### config.mk
export PLATFORM = sky130hd
export DESIGN_NAME = irq_ctrl
export DESIGN_NICKNAME = d
export VERILOG_FILES = /design/src/rtl/irq_pkg.sv /design/src/rtl/irq_ext_flag.sv /design/src/rtl/irq_pulse_flag.sv /design/src/rtl/irq_arbiter.sv /design/src/rtl/irq_nest.sv /design/src/rtl/irq_ctrl.sv
export SDC_FILE = /design/constraint.sdc
export NUM_CORES = 1
export LEC_CHECK = 0
export ABC_AREA = 0
export CORE_MARGIN = 4
export CORE_UTILIZATION = 47
export DETAILED_ROUTE_END_ITERATION = 7
export GPL_ROUTABILITY_DRIVEN = 0
export PLACE_DENSITY_LB_ADDON = 0.1
export SLEW_MARGIN = 20
export SYNTH_ARGS = -nofsm -noshare
export SYNTH_HDL_FRONTEND = slang
export SYNTH_SLANG_ARGS = --single-unit
### constraint.sdc
create_clock -name clk -period 2.06 [get_ports clk]
set_clock_uncertainty 0.15 [all_clocks]
set_input_delay 0.309 -clock clk [delete_from_list [all_inputs] [get_ports clk]]
set_output_delay 0.309 -clock clk [all_outputs]
set_load 0.005 [all_outputs]
### src/rtl/irq_pkg.sv
package irq_pkg;
   localparam int NSRC  = 5;
   localparam int IDX_W = 3;

   localparam int SRC_EXT0 = 0;
   localparam int SRC_TMR0 = 1;
   localparam int SRC_EXT1 = 2;
   localparam int SRC_TMR1 = 3;
   localparam int SRC_SER  = 4;

   localparam logic [7:0] EN_WMASK   = 8'h9F;
   localparam int         GLB_BIT    = 7;

   typedef enum logic [1:0] {
      SEL_ENABLE = 2'd0,
      SEL_PRIO   = 2'd1,
      SEL_MODE   = 2'd2,
      SEL_NONE   = 2'd3
   } reg_sel_e;

   typedef struct packed {
      logic             valid;
      logic             high;
      logic [IDX_W-1:0] idx;
   } pick_t;

   // Lowest set index wins (natural order).
   function automatic logic [IDX_W-1:0] lowest_set(input logic [NSRC-1:0] v);
      logic [IDX_W-1:0] r;
      r = '0;
      for (int i = NSRC - 1; i >= 0; i--) begin
         if (v[i]) r = IDX_W'(i);
      end
      return r;
   endfunction
endpackage

### src/rtl/irq_ext_flag.sv
module irq_ext_flag #(
   parameter int SYNC_STAGES = 2
) (
   input  logic clk,
   input  logic rst_n,
   input  logic pin_n,
   input  logic edge_mode,
   input  logic clr,
   output logic req
);
   logic [SYNC_STAGES-1:0] sync_q;
   logic                   prev_q;
   logic                   latch_q;
   logic                   cur;

   generate
      if (SYNC_STAGES == 1) begin : g_sync_one
         always_ff @(posedge clk or negedge rst_n) begin
            if (!rst_n) sync_q <= '1;
            else        sync_q <= pin_n;
         end
      end else begin : g_sync_chain
         always_ff @(posedge clk or negedge rst_n) begin
            if (!rst_n) sync_q <= '1;
            else        sync_q <= {sync_q[SYNC_STAGES-2:0], pin_n};
         end
      end
   endgenerate

   assign cur = sync_q[SYNC_STAGES-1];

   always_ff @(posedge clk or negedge rst_n) begin
      if (!rst_n) begin
         prev_q  <= 1'b1;
         latch_q <= 1'b0;
      end else begin
         prev_q <= cur;
         if (!edge_mode)          latch_q <= 1'b0;
         else if (prev_q && !cur) latch_q <= 1'b1;
         else if (clr)            latch_q <= 1'b0;
      end
   end

   assign req = edge_mode ? latch_q : ~cur;
endmodule

### src/rtl/irq_pulse_flag.sv
module irq_pulse_flag (
   input  logic clk,
   input  logic rst_n,
   input  logic pulse,
   input  logic clr,
   output logic req
);
   logic flag_q;

   always_ff @(posedge clk or negedge rst_n) begin
      if (!rst_n)     flag_q <= 1'b0;
      else if (pulse) flag_q <= 1'b1;
      else if (clr)   flag_q <= 1'b0;
   end

   assign req = flag_q;
endmodule

### src/rtl/irq_arbiter.sv
module irq_arbiter
   import irq_pkg::*;
(
   input  logic [NSRC-1:0] pend,
   input  logic [NSRC-1:0] en_mask,
   input  logic            glb_en,
   input  logic [NSRC-1:0] prio_mask,
   input  logic            isr_hi,
   input  logic            isr_lo,
   output pick_t           pick,
   output logic            allow
);
   logic [NSRC-1:0] live;
   logic [NSRC-1:0] live_hi;

   always_comb begin
      live    = pend & en_mask & {NSRC{glb_en}};
      live_hi = live & prio_mask;
      pick.valid = |live;
      pick.high  = |live_hi;
      pick.idx   = pick.high ? lowest_set(live_hi) : lowest_set(live);
      allow = pick.valid && !isr_hi && (pick.high || !isr_lo);
   end
endmodule

### src/rtl/irq_nest.sv
module irq_nest (
   input  logic clk,
   input  logic rst_n,
   input  logic take,
   input  logic take_high,
   input  logic reti,
   output logic isr_hi,
   output logic isr_lo
);
   always_ff @(posedge clk or negedge rst_n) begin
      if (!rst_n) begin
         isr_hi <= 1'b0;
         isr_lo <= 1'b0;
      end else if (take) begin
         if (take_high) isr_hi <= 1'b1;
         else           isr_lo <= 1'b1;
      end else if (reti) begin
         if (isr_hi) isr_hi <= 1'b0;
         else        isr_lo <= 1'b0;
      end
   end
endmodule

### src/rtl/irq_ctrl.sv
module irq_ctrl
   import irq_pkg::*;
#(
   parameter int SYNC_STAGES = 2,
   parameter int VEC_W       = 16,
   parameter int VEC_BASE    = 3,
   parameter int VEC_STEP    = 8
) (
   input  logic             clk,
   input  logic             rst_n,
   input  logic [1:0]       ext_n,
   input  logic [1:0]       tmr_ovf,
   input  logic             ser_tx,
   input  logic             ser_rx,
   input  logic             reg_wr,
   input  logic [1:0]       reg_sel,
   input  logic [7:0]       reg_wdata,
   output logic [7:0]       reg_rdata,
   output logic             irq_req,
   output logic [VEC_W-1:0] irq_vec,
   input  logic             irq_ack,
   input  logic             irq_reti
);
   localparam int VEC_TOP = VEC_BASE + (NSRC - 1) * VEC_STEP;

   generate
      if (SYNC_STAGES < 1) begin : g_bad_sync
         $error("irq_ctrl: SYNC_STAGES must be at least 1");
      end
      if (VEC_TOP >= (1 << VEC_W)) begin : g_bad_vec
         $error("irq_ctrl: VEC_W too narrow for the vector table");
      end
   endgenerate

   logic [7:0]       en_q;
   logic [NSRC-1:0]  prio_q;
   logic [1:0]       mode_q;
   logic [NSRC-1:0]  pend;
   logic [NSRC-1:0]  clr;
   logic             req_q;
   logic [IDX_W-1:0] idx_q;
   logic             high_q;
   logic             take;
   logic             isr_hi;
   logic             isr_lo;
   logic             allow;
   pick_t            pick;

   // Register port
   always_ff @(posedge clk or negedge rst_n) begin
      if (!rst_n) begin
         en_q   <= '0;
         prio_q <= '0;
         mode_q <= '0;
      end else if (reg_wr) begin
         case (reg_sel_e'(reg_sel))
            SEL_ENABLE: en_q   <= reg_wdata & EN_WMASK;
            SEL_PRIO:   prio_q <= reg_wdata[NSRC-1:0];
            SEL_MODE:   mode_q <= reg_wdata[1:0];
            default:    ;
         endcase
      end
   end

   always_comb begin
      case (reg_sel_e'(reg_sel))
         SEL_ENABLE: reg_rdata = en_q;
         SEL_PRIO:   reg_rdata = 8'(prio_q);
         SEL_MODE:   reg_rdata = 8'(mode_q);
         default:    reg_rdata = '0;
      endcase
   end

   // Source flags: even indices are pins, odd indices are timers
   assign take = irq_ack && req_q;

   generate
      for (genvar i = 0; i < NSRC; i++) begin : g_clr
         assign clr[i] = take && (idx_q == IDX_W'(i));
      end
      for (genvar k = 0; k < 2; k++) begin : g_src
         irq_ext_flag #(.SYNC_STAGES(SYNC_STAGES)) u_ext (
            .clk       (clk),
            .rst_n     (rst_n),
            .pin_n     (ext_n[k]),
            .edge_mode (mode_q[k]),
            .clr       (clr[2*k]),
            .req       (pend[2*k])
         );
         irq_pulse_flag u_tmr (
            .clk   (clk),
            .rst_n (rst_n),
            .pulse (tmr_ovf[k]),
            .clr   (clr[2*k+1]),
            .req   (pend[2*k+1])
         );
      end
   endgenerate

   assign pend[SRC_SER] = ser_tx | ser_rx;

   irq_arbiter u_arb (
      .pend      (pend),
      .en_mask   (en_q[NSRC-1:0]),
      .glb_en    (en_q[GLB_BIT]),
      .prio_mask (prio_q),
      .isr_hi    (isr_hi),
      .isr_lo    (isr_lo),
      .pick      (pick),
      .allow     (allow)
   );

   irq_nest u_nest (
      .clk       (clk),
      .rst_n     (rst_n),
      .take      (take),
      .take_high (high_q),
      .reti      (irq_reti),
      .isr_hi    (isr_hi),
      .isr_lo    (isr_lo)
   );

   // Registered presentation to the CPU
   always_ff @(posedge clk or negedge rst_n) begin
      if (!rst_n) begin
         req_q  <= 1'b0;
         idx_q  <= '0;
         high_q <= 1'b0;
      end else begin
         req_q  <= allow && !irq_ack;
         idx_q  <= pick.idx;
         high_q <= pick.high;
      end
   end

   assign irq_req = req_q;
   assign irq_vec = VEC_W'(VEC_BASE) + VEC_W'(VEC_STEP) * VEC_W'(idx_q);
endmodule

After elaboration in Yosys (flattened, before gate mapping)
Index checks and enable logic that the tools add are counted.

cells by class
  add/subtract/negate cells = 1
  equality and inequality tests = 10
  muxes and demuxes = 31
  bitwise gates (word level) = 6
  reduce and logical (&&, ||, !) cells = 28

operator list
  cell                                                                    number
  3-bit two-way mux                                                       11
  8-bit one-hot mux with 3 select lines                                   1
  1-bit two-way mux                                                       19
  5-bit bitwise AND                                                       3
  1-bit logical AND                                                       10
  5-bit OR reduction                                                      2
  2-bit AND reduction                                                     4
  2-bit by 6-bit adder with 7-bit output (first input constant)           1
  3-bit by 2-bit equality test with 1-bit output (second input constant)  2
  2-bit != test (second input constant)                                   3
  3-bit by 1-bit != test with 1-bit output (second input constant)        2
  2-bit nonzero test                                                      3
  1-bit logical NOT                                                       5
  3-bit by 1-bit equality test with 1-bit output (second input constant)  1
  3-bit logical NOT                                                       1
  3-bit AND reduction                                                     1
  2-bit by 1-bit equality test with 1-bit output (second input constant)  1
  2-bit equality test (second input constant)                             1
  2-bit logical NOT                                                       1
  1-bit inverter                                                          2
  1-bit logical OR                                                        1
  1-bit OR                                                                1

word-level totals
  bits in registers = 30
  input bits = 21

Longest topological paths before layout
Gate-level depths: netlist of run 1.

  depth in word-level cells = 11
  depth in mapped cells = 6

Hierarchy
From an unflattened synthesis of run 1, not the netlist that was laid out.

unflattened totals
  cell total of the unflattened synthesis = 137
  area total of the unflattened synthesis = 1,622.8 um^2

modules (own cells, without submodules)
  module          times used  cells an instance  area each (um^2)
  irq_ctrl        1           73                 919.6
  irq_ext_flag    2           9                  143.9
  irq_arbiter     1           31                 252.7
  irq_nest        1           9                  90.1
  irq_pulse_flag  2           3                  36.3

Least setup slack after synthesis of run 1
No wires, ideal clock.

  kind = reg2reg
  from = reg g_src[0].u_ext.sync_q[1]
  to = reg req_q, in the netlist irq_req
  setup time = 0.120 ns
  arrival time = 1.413 ns
  required time = 1.790 ns
  setup slack = 0.377 ns
  stages on the path, launching flop included = 5
  cell sequence = dfstp_2 -> nor2b_1 -> o31ai_1 -> or4_1 -> o211a_1

between the ends
  longest elaborated chain between the ends = 9
  elaborated cells between the ends (all ways) = 11
  classes of those cells = mux: 1; bitwise: 4; reduce/logical: 6

ends and longest elaborated chain
  what                               RTL line            source
  start, declared                    irq_ext_flag.sv:11  logic [SYNC_STAGES-1:0] sync_q;
  start signal, assigned             irq_ext_flag.sv:25  else sync_q <= {sync_q[SYNC_STAGES-2:0], pin_n};
  1-bit inverter *                   irq_ext_flag.sv:44  assign req = edge_mode ? latch_q : ~cur;
  1-bit two-way mux *                irq_ext_flag.sv:44
  5-bit bitwise AND * (2 in series)  irq_arbiter.sv:17   live = pend & en_mask & {NSRC{glb_en}};
  5-bit bitwise AND                  irq_arbiter.sv:18   live_hi = live & prio_mask;
  5-bit OR reduction                 irq_arbiter.sv:20   pick.high = |live_hi;
  1-bit logical OR                   irq_arbiter.sv:22   allow = pick.valid && !isr_hi && (pick.high || !isr_lo);
  1-bit logical AND *                irq_arbiter.sv:22
  1-bit logical AND *                irq_ctrl.sv:130     req_q <= allow && !irq_ack;
  end signal, assigned               irq_ctrl.sv:130
  end, declared                      irq_ctrl.sv:40      logic req_q;

Mark *: on every way between the ends. The rest lies on a longest branch, timed or not.
A chain may end at the register's enable or synchronous reset.

Worst setup path in the final report of run 1
  from = in reg_sel[1]
  to = out reg_rdata[2]

between the ends
  longest elaborated chain between the ends = 2
  elaborated cells between the ends (all ways) = 4
  classes of those cells = eq/ne: 2; mux: 1; reduce/logical: 1

ends and longest elaborated chain
  what                                         RTL line        source
  start, declared                              irq_ctrl.sv:16  input logic [1:0] reg_sel,
  2-bit equality test (tied with other cells)  irq_ctrl.sv:66  case (reg_sel_e'(reg_sel))
  8-bit one-hot mux with 3 select lines *      irq_ctrl.sv:66
  end, declared                                irq_ctrl.sv:18  output logic [7:0] reg_rdata,

Marks and branches as above.

==> impl_metrics.json, run 1 <==
{
  "status": "complete, no violations",
  "max_stage_delay_ns": 0.51,
  "port_buffers": 28,
  "yosys_warnings": 0,
  "final_util_pct": 61.4,
  "worstSetupPathType": "input port to primary output",
  "met3_usage_pct": 5.47,
  "drtAntennaViolNets": 0,
  "start_kind": "input port",
  "path_clk_slew_ns": 0.08,
  "drtIter0Drc": 33,
  "finalMaxSlewViolations": 0,
  "drt_pass1_iterations": 4,
  "arrival_ns": 1.51,
  "syn_area_um2": 1550,
  "setup_viol": 0,
  "dp_slack_ns": -0.101,
  "multi_input_comb_area_um2": 684,
  "combPwrFrac_pct": 26.3,
  "synthArstFlopShare_pct": 100,
  "clock-sinks": 30,
  "fin_area_um2": 1910,
  "std_cell_rows": 20,
  "syn_area_per_cell_um2": 11.7,
  "dpl.hpwl_mm": 2.32,
  "die_w_um": 65.4,
  "start_util_pct": 50.0,
  "synthTopCellsByArea": "dfrtp_1 (39%), dfstp_2 (10%), mux2_2 (9.4%)",
  "path_cells": "clkdlybuf4s50_1, buf_4, nor2_1, clkdlybuf4s50_1",
  "timing.final.crit_share_pct": 95.6,
  "seqCellArea_um2": 759,
  "grt.busiest_layer": "met2",
  "crit_fanout": 8,
  "required_ns": 1.60,
  "grt_pass1_vias": 1132,
  "drive_gt1_share_pct": 25.7,
  "fp.dieArea_um2": 4280,
  "synth_flop_cell": "dfrtp_1",
  "grt_use_total_pct": 16.0,
  "yosysSeqAreaShare_pct": 48.9,
  "via_per_inst": 5.14,
  "synth_edf_count": 0,
  "finalHoldViolCount": 0,
  "cts_buffers": 5,
  "clockRootBuffer": "clkbuf_4",
  "switching_share_pct": 28.9,
  "wl_mm": 3.06,
  "grt_pass1_wl_mm": 5.17,
  "power_density_nw_per_um2": 873,
  "postPlaceCellArea_um2": 1830,
  "cts_tree": "yes",
  "io_pins": 46,
  "num-fill-cells": 276,
  "synth.mux.area_fraction_pct": 12.7,
  "wl_per_cell_um": 14.5,
  "synth-compound-area-share_pct": 11.3,
  "power_w": 0.00166,
  "syn_to_final_growth_pct": 22.9,
  "antenna_found_initial": 0,
  "synth_xor_area_share_pct": 0,
  "dieHeight_um": 65.4,
  "yosys-top-cells-count": "dfrtp_1 (24), buf_4 (15), mux2_2 (13)",
  "num_vias": 1085,
  "synthSimpleGateAreaFrac_pct": 16.5,
  "critPathTopFamily": "buffers and inverters",
  "antennaDiodeCount": 0,
  "htreeDepth": 2,
  "seqPwrFrac_pct": 48.3,
  "grt-ovfl-total": 0,
  "crit_top_cell": "clkdlybuf4s50_1",
  "vdd_drop_max_uv": 439,
  "ys_types": 41,
  "coreArea_um2": 3100,
  "synth_top_cell_by_area": "dfrtp_1",
  "grt_util_met2_pct": 26.4,
  "switching_power_w": 0.000482,
  "layout_setup_ws_ns": 0.0911,
  "fmax_ghz": 0.508,
  "final_nets": 187,
  "path_buf_inv": 3,
  "rsz0062_at_grt": "no",
  "synthCells": 132,
  "clk_latency_ns": 0.32,
  "synth_top_family_by_area": "simple AND/OR/NAND/NOR gates",
  "ys_ff_latch": 30,
  "end_kind": "primary output",
  "use_met1_pct": 19.4,
  "cts_hold_buf": 0,
  "cp_slowest_cell": "clkdlybuf4s50_1",
  "cts_max_path_buffers": 2,
  "grt_max_degree": 31,
  "period_minus_slack_ns": 1.97,
  "post-synth-top-count-cell": "dfrtp_1",
  "intPower_w": 0.00118,
  "cap_violations": 0,
  "synth_adder_area_share_pct": 0,
  "power.leakage_nw": 0.834,
  "power_frac_clock_pct": 25.4,
  "drcViolationCount": 0,
  "synth_top_area_share_pct": 38.7,
  "worstHoldPathType": "flop to flop"
}
==> metal layers <==
metal  wire, um  vias up
met4         59        0
met3        238        9
met2       1480       46
met1       1280      523
met5          0        -
li1           -      507
==> final cells by class <==
type,instances,area share [%]
tap,44,2.89
inverter,3,0.591
timing repair buffer,33,16.6
clock buffer,8,4.14
multi-input combinational,93,35.9
sequential,30,39.9
==> repair_timing <==
| item | 4_1_cts | 5_1_grt |
|---|---|---|
| setup buffers | 0 | 0 |
| setup endpoints to repair | 6 | 0 |
| gates resized for setup | 6 | 0 |
==> sequential cells by signal, indices dropped and copies added, names as in the netlist <==
name / flops
g_src.u_ext.prev_q: 2
prio_q: 5
u_nest.isr_lo: 1
g_src.u_ext.sync_q: 4
idx_q: 3
en_q: 6
high_q: 1
mode_q: 2
g_src.u_tmr.req: 2
g_src.u_ext.latch_q: 2
irq_req: 1
u_nest.isr_hi: 1
==> cell families after synthesis <==
| kind of cell | Yosys count |
|---|---|
| and+or+nand+nor | 38 |
| DFF | 30 |
| AOI/OAI and AO/OA | 22 |
| buffers and inverters | 22 |
| muxes | 18 |
| other | 2 |
==> path summary, 6_finish.rpt <==
check | startpoint | endpoint | slack (ns) | cells past startpoint
hold / removal | g_src[0].u_ext.sync_q[0] | g_src[0].u_ext.sync_q[1] | 0.21 | 0
setup / recovery | reg_sel[1] | reg_rdata[2] | 0.09 | 4
hold reg to reg | g_src[0].u_ext.sync_q[0] | g_src[0].u_ext.sync_q[1] | 0.21 | 0
max in group asynchronous | rst_n | g_src[1].u_ext.prev_q | 1.23 | 2
setup reg to reg | g_src[0].u_ext.sync_q[1] | irq_req | 0.24 | 4
min in group asynchronous | rst_n | mode_q[1] | 0.22 | 2
==> cells in the final DEF, fill, tap and decap left out, types with 3 or more instances in the layout <==
cell and instances:
nand3_1 5, clkdlybuf4s50_1 24, dfrtp_1 23, nand2b_1 4
mux2_2 13, nor2_1 7, a21boi_0 3, clkbuf_4 5
o21ai_0 3, inv_1 3, conb_1 15, clkbuf_8 3
mux2i_1 5, dlygate4sd2_1 4, buf_4 4, nand2_1 6
dfstp_2 6
==> metrics by stage <==
stage / cells / hold WS (ns) / setup TNS [ns]
2_1_floorplan: 145 / -0.137 / 0
3_3_place_gp: 203 / 0.196 / -0.404
3_5_place_dp: 203 / 0.197 / -0.398
4_1_cts: 211 / 0.211 / 0
5_1_grt: 211 / 0.216 / 0
6_report: 211 / 0.210 / 0
==> power by group through the flow <==
stage	logic [W]	registers (W)	clock network, W
6_report	0.000438	0.000803	0.000423
3_3_place_gp	0.000427	0.000805	0
2_1_floorplan	0.000299	0.000778	0
5_1_grt	0.000479	0.000822	0.000468
4_1_cts	0.000438	0.000801	0.000439
3_5_place_dp	0.000440	0.000812	0
Power figures use the tool's default switching activity.
==> run 2: changes to the inputs <==
--- a/config.mk
+++ b/config.mk
@@ -7,7 +7,7 @@
 export LEC_CHECK = 0
 export ABC_AREA = 0
 export CORE_MARGIN = 4
-export CORE_UTILIZATION = 47
+export CORE_UTILIZATION = 40
 export DETAILED_ROUTE_END_ITERATION = 7
 export GPL_ROUTABILITY_DRIVEN = 0
 export PLACE_DENSITY_LB_ADDON = 0.1
==> run 2 against run 1 <==
  * Setup slack improved by 0.0011 ns
  * Clock power grew 11%
  * Critical path depth unchanged
  * Global-route usage down 2.6 points
  * Utilization is 9.7 points lower
  * Non-clock buffer count unchanged
  * Largest power group unchanged
  * Clock-buffer cell count is 1 lower
  * First-iteration DRC count decreased by 18%
  * Via count down 0.37%
==> impl_metrics.json, run 2 (synthesis results as in run 1) <==
{
  "grt_use_total_pct": 13.4,
  "clock-sinks": 30,
  "die_w_um": 70.3,
  "drcViolationCount": 0,
  "htreeDepth": 2,
  "path_clk_slew_ns": 0.06,
  "drtAntennaViolNets": 0,
  "start_kind": "input port",
  "cts_hold_buf": 0,
  "final_nets": 187,
  "arrival_ns": 1.51,
  "port_buffers": 28,
  "stdcell_count": 215,
  "hold_ws_ns": 0.205,
  "cts_buffers": 5,
  "final_cell_mix": "dfrtp_1 (24), clkdlybuf4s50_1 (24), conb_1 (15)",
  "drtIter0Drc": 27,
  "wl_mm": 3.02,
  "ctsResizeCount": 5,
  "clk_latency_ns": 0.27,
  "coreArea_um2": 3720,
  "via_per_inst": 5.03,
  "setup_viol": 0,
  "antennaDiodeCount": 0,
  "status": "complete, no violations",
  "final_util_pct": 51.7,
  "grt-ovfl-total": 0,
  "cts_tree": "yes",
  "finalMaxSlewViolations": 0,
  "largest_reg_flops": 6,
  "setup_tns_ns": 0,
  "vdd_drop_max_uv": 404,
  "antenna_found_initial": 0,
  "syn_to_final_growth_pct": 24.0,
  "drt_pass1_iterations": 4,
  "start_util_pct": 41.7,
  "io_pins": 46,
  "num_vias": 1081,
  "fp.dieArea_um2": 4940,
  "period_minus_slack_ns": 1.97,
  "power_density_nw_per_um2": 887,
  "crit_fanout": 8,
  "grt_pass1_wl_mm": 5.22,
  "cap_violations": 0,
  "cts_setup_buffers": 0,
  "power.leakage_nw": 0.839,
  "grt_max_degree": 31,
  "std_cell_rows": 22,
  "dieHeight_um": 70.3,
  "finalHoldViolCount": 0,
  "rsz0062_at_grt": "no",
  "top_register": "en_q",
  "dpl.hpwl_mm": 2.36,
  "drive_gt1_share_pct": 24.6,
  "largestRegisters": "en_q: 6 flops, prio_q: 5 flops, g_src.u_ext.sync_q: 4 flops",
  "required_ns": 1.60,
  "grt_pass1_vias": 1134,
  "fmax_ghz": 0.508,
  "timing.final.crit_share_pct": 95.5,
  "cts_max_path_buffers": 2,
  "wl_per_cell_um": 14.0,
  "worstHoldPathType": "flop to flop",
  "worstSetupPathType": "input port to primary output",
  "clockRootBuffer": "clkbuf_8",
  "place_inst": 207,
  "end_kind": "primary output"
}
[run 2: cell types whose count changed in the layout (fill, tap and decap cells not counted)]
cell      previous run  this run
clkbuf_4             5         0
clkbuf_8             3         6
clkbuf_1             0         1
clkinv_2             0         1
dfrtp_1             23        24
dfrtp_2              1         0
[run 2: metrics by stage]
| stage | total power (W) | instance area (um^2) | setup slack (ns) |
|---|---|---|---|
| after floorplan | 0.00108 | 1600 | 0.377 |
| final | 0.00170 | 1920 | 0.0922 |
| after global routing | 0.00181 | 1920 | 0.0405 |
| after CTS | 0.00172 | 1920 | 0.0851 |
| after detailed placement | 0.00125 | 1830 | -0.114 |
| after global placement | 0.00124 | 1830 | -0.0905 |
[run 2: critical path, stage by stage]
cell             delay (ns)
clkdlybuf4s50_1        0.41
buf_4                  0.17
nor2_1                 0.11
clkdlybuf4s50_1        0.51
[run 2: cell type report]
cell class / instances / area, um^2
fill: 343 / 1790
clock inverter: 1 / 5.00
timing repair buffer: 33 / 317
multi-input combinational: 93 / 684
clock buffer: 7 / 86.3
tap: 48 / 60.1
sequential: 30 / 758
inverter: 3 / 11.3
[run 2: final timing paths]
kind                            cells after the start                       end  slack, ns                      from
worst min register to register                      0  g_src[1].u_ext.sync_q[1]       0.21  g_src[1].u_ext.sync_q[0]
max in group asynchronous                           2     g_src[1].u_ext.prev_q       1.18                     rst_n
min in group asynchronous                           2    g_src[0].u_ext.latch_q       0.27                     rst_n
worst min-delay path                                0  g_src[1].u_ext.sync_q[1]       0.21  g_src[1].u_ext.sync_q[0]
worst max register to register                      4                   irq_req       0.25  g_src[0].u_ext.sync_q[1]
worst max-delay path                                4              reg_rdata[2]       0.09                reg_sel[1]
[run 2: power by group]
group / internal, W / total, W / switching [W]
clock network: 0.000269 / 0.000470 / 0.000202
registers: 0.000700 / 0.000805 / 0.000105
logic: 0.000250 / 0.000429 / 0.000179
total: 0.00122 / 0.00170 / 0.000486
[run 2: metal layers]
layer  wire [um]  track usage, %  vias to the layer above
met1        1330            16.8                      528
li1            -               -                      512
met4          25            4.47                        0
met3         222            5.32                        4
met2        1440            20.9                       37
met5           0               0                        -
==> run 3: changes to the inputs <==
--- a/config.mk
+++ b/config.mk
@@ -6,8 +6,7 @@
 export NUM_CORES = 1
 export LEC_CHECK = 0
 export ABC_AREA = 0
-export CORE_MARGIN = 4
-export CORE_UTILIZATION = 40
+export CORE_UTILIZATION = 47
 export DETAILED_ROUTE_END_ITERATION = 7
 export GPL_ROUTABILITY_DRIVEN = 0
 export PLACE_DENSITY_LB_ADDON = 0.1
==> run 3 against run 2 <==
  * Clock-buffer cell count grew 1
  * Total power shrank 2.5%
  * Clock power shrank 8.9%
  * Sequential power shrank 0.5%
  * Combinational power is essentially flat
  * Register-to-register slack is essentially flat
  * First-iteration DRC count grew 26%
  * Cell count shrank 0.93%
  * Largest cell class unchanged
  * Largest power group unchanged
==> impl_metrics.json, run 3 (synthesis results as in run 1) <==
{
  "status": "complete, no violations",
  "largest_reg_flops": 6,
  "wl_met2_mm": 1.39,
  "fmax_ghz": 0.506,
  "route.met3.wl_um": 157,
  "worstSetupPathType": "input port to primary output",
  "grt_pass1_vias": 1070,
  "path_clk_slew_ns": 0.09,
  "max_stage_delay_ns": 0.50,
  "cts_hold_buf": 0,
  "reg2reg_slack_ns": 0.24,
  "cts_buffers": 5,
  "fp.dieArea_um2": 3530,
  "rsz0062_at_grt": "no",
  "grt_use_total_pct": 19.1,
  "num_vias": 1075,
  "cp_slowest_cell": "clkdlybuf4s50_1",
  "crit_top_cell": "clkdlybuf4s50_1",
  "drtAntennaViolNets": 0,
  "std_cell_rows": 20,
  "worstHoldPathType": "input port to asynchronous set/reset pin",
  "cts_setup_buffers": 0,
  "setup_viol": 0,
  "clock-sinks": 30,
  "start_util_pct": 50.0,
  "drt_pass1_iterations": 4,
  "clockRootBuffer": "clkbuf_4",
  "hold_ws_ns": 0.134,
  "path_buf_inv": 3,
  "drive_gt1_share_pct": 26.6,
  "timing.final.crit_share_pct": 96.0,
  "path_cells": "clkdlybuf4s50_1, buf_4, nor2_1, clkdlybuf4s50_1",
  "port_buffers": 28,
  "grt-ovfl-total": 0,
  "syn_to_final_growth_pct": 24.5,
  "grt_max_degree": 13,
  "wl_mm": 2.85,
  "rr_worst_depth": 4,
  "highest_layer": "met4",
  "grt_pass1_wl_mm": 4.91,
  "num-fill-cells": 264,
  "coreArea_um2": 3100,
  "crit_fanout": 8,
  "start_kind": "input port",
  "cts_max_path_buffers": 2,
  "final_nets": 189,
  "vdd_drop_max_uv": 536,
  "r2r-start": "g_src[0].u_ext.sync_q[1]",
  "power.leakage_nw": 0.864,
  "required_ns": 1.60,
  "drcViolationCount": 0,
  "cap_violations": 0,
  "seqCellArea_um2": 758,
  "finalMaxSlewViolations": 0,
  "wirelength_met1_mm": 1.27,
  "dpl.hpwl_mm": 2.24,
  "wl_per_cell_um": 13.4,
  "io_pins": 46,
  "top_register": "en_q",
  "multi_input_comb_area_um2": 692,
  "dieHeight_um": 59.4,
  "largestRegisters": "en_q: 6 flops, prio_q: 5 flops, g_src.u_ext.sync_q: 4 flops",
  "critPathTopFamily": "buffers and inverters",
  "period_minus_slack_ns": 1.98,
  "end_kind": "primary output",
  "htreeDepth": 2,
  "finalHoldViolCount": 0,
  "antenna_found_initial": 0,
  "antennaDiodeCount": 0,
  "arrival_ns": 1.52,
  "final_cell_mix": "dfrtp_1 (24), clkdlybuf4s50_1 (23), conb_1 (15)",
  "power_density_nw_per_um2": 861,
  "die_w_um": 59.4,
  "worstReg2RegEnd": "irq_req",
  "drtIter0Drc": 34,
  "layout_commonest_cell": "dfrtp_1",
  "via_per_inst": 5.05,
  "final_util_pct": 62.2,
  "cts_tree": "yes",
  "clk_latency_ns": 0.32
}
run 3: cell count changes in the layout (fill, tap and decap cells not counted), sizes merged:
cell | previous run | this run
clkdlybuf4s50 | 24 | 23
dlymetal6s2s | 0 | 1
buf | 5 | 7
clkbuf | 7 | 8
clkinv | 1 | 0
run 3: per-stage QoR:
step / cells / TNS [ns] / total power, W / area, um^2 / worst slack (ns)
after floorplan: 145 / 0 / 0.00108 / 1600 / 0.377
after global placement: 205 / -0.521 / 0.00123 / 1840 / -0.117
after detailed placement: 205 / -0.439 / 0.00125 / 1840 / -0.117
after CTS: 213 / 0 / 0.00168 / 1930 / 0.0712
after global routing: 213 / 0 / 0.00177 / 1930 / 0.00284
final: 213 / 0 / 0.00166 / 1930 / 0.0828
run 3: per-layer routing:
layer	up-vias	global-route usage, %
met5	-	0
met1	518	23.7
met3	4	6.11
li1	513	-
met2	40	31.5
met4	0	6.12
run 3: final cells by class:
class                   count  share of cell area [%]
repair buffers             35                    17.3
inverters                   3                   0.584
flip-flops and latches     30                    39.3
clock buffers               8                    4.09
multi-input cells          93                    35.9
well taps                  44                    2.85
run 3: worst max path at each step:
stage | cells after the start | end | startpoint
3_3_place_gp | 5 | reg_rdata[0] | reg_sel[0]
5_1_grt | 4 | reg_rdata[2] | reg_sel[1]
4_1_cts | 4 | reg_rdata[2] | reg_sel[1]
2_1_floorplan | 4 | irq_req | g_src[0].u_ext.sync_q[1]
3_5_place_dp | 5 | reg_rdata[0] | reg_sel[0]
6_report | 4 | reg_rdata[2] | reg_sel[1]
run 3: timing repair:
item	CTS	global route
pin swaps	0	0
resized for setup	8	1
endpoints found under the setup margin	6	1
run 3: power by group:
part / switching [W] / internal [W] / total [W] / leakage, nW
clock: 0.000195 / 0.000233 / 0.000428 / 0.0446
combinational: 0.000178 / 0.000253 / 0.000431 / 0.467
sequential: 0.000103 / 0.000698 / 0.000801 / 0.352
run 3: worst register-to-register path, stage by stage (launching register included):
cell     delay, ns
dfstp_2       0.55
nor2b_1       0.30
o31ai_1       0.15
or4_1         0.42
o211a_1       0.13
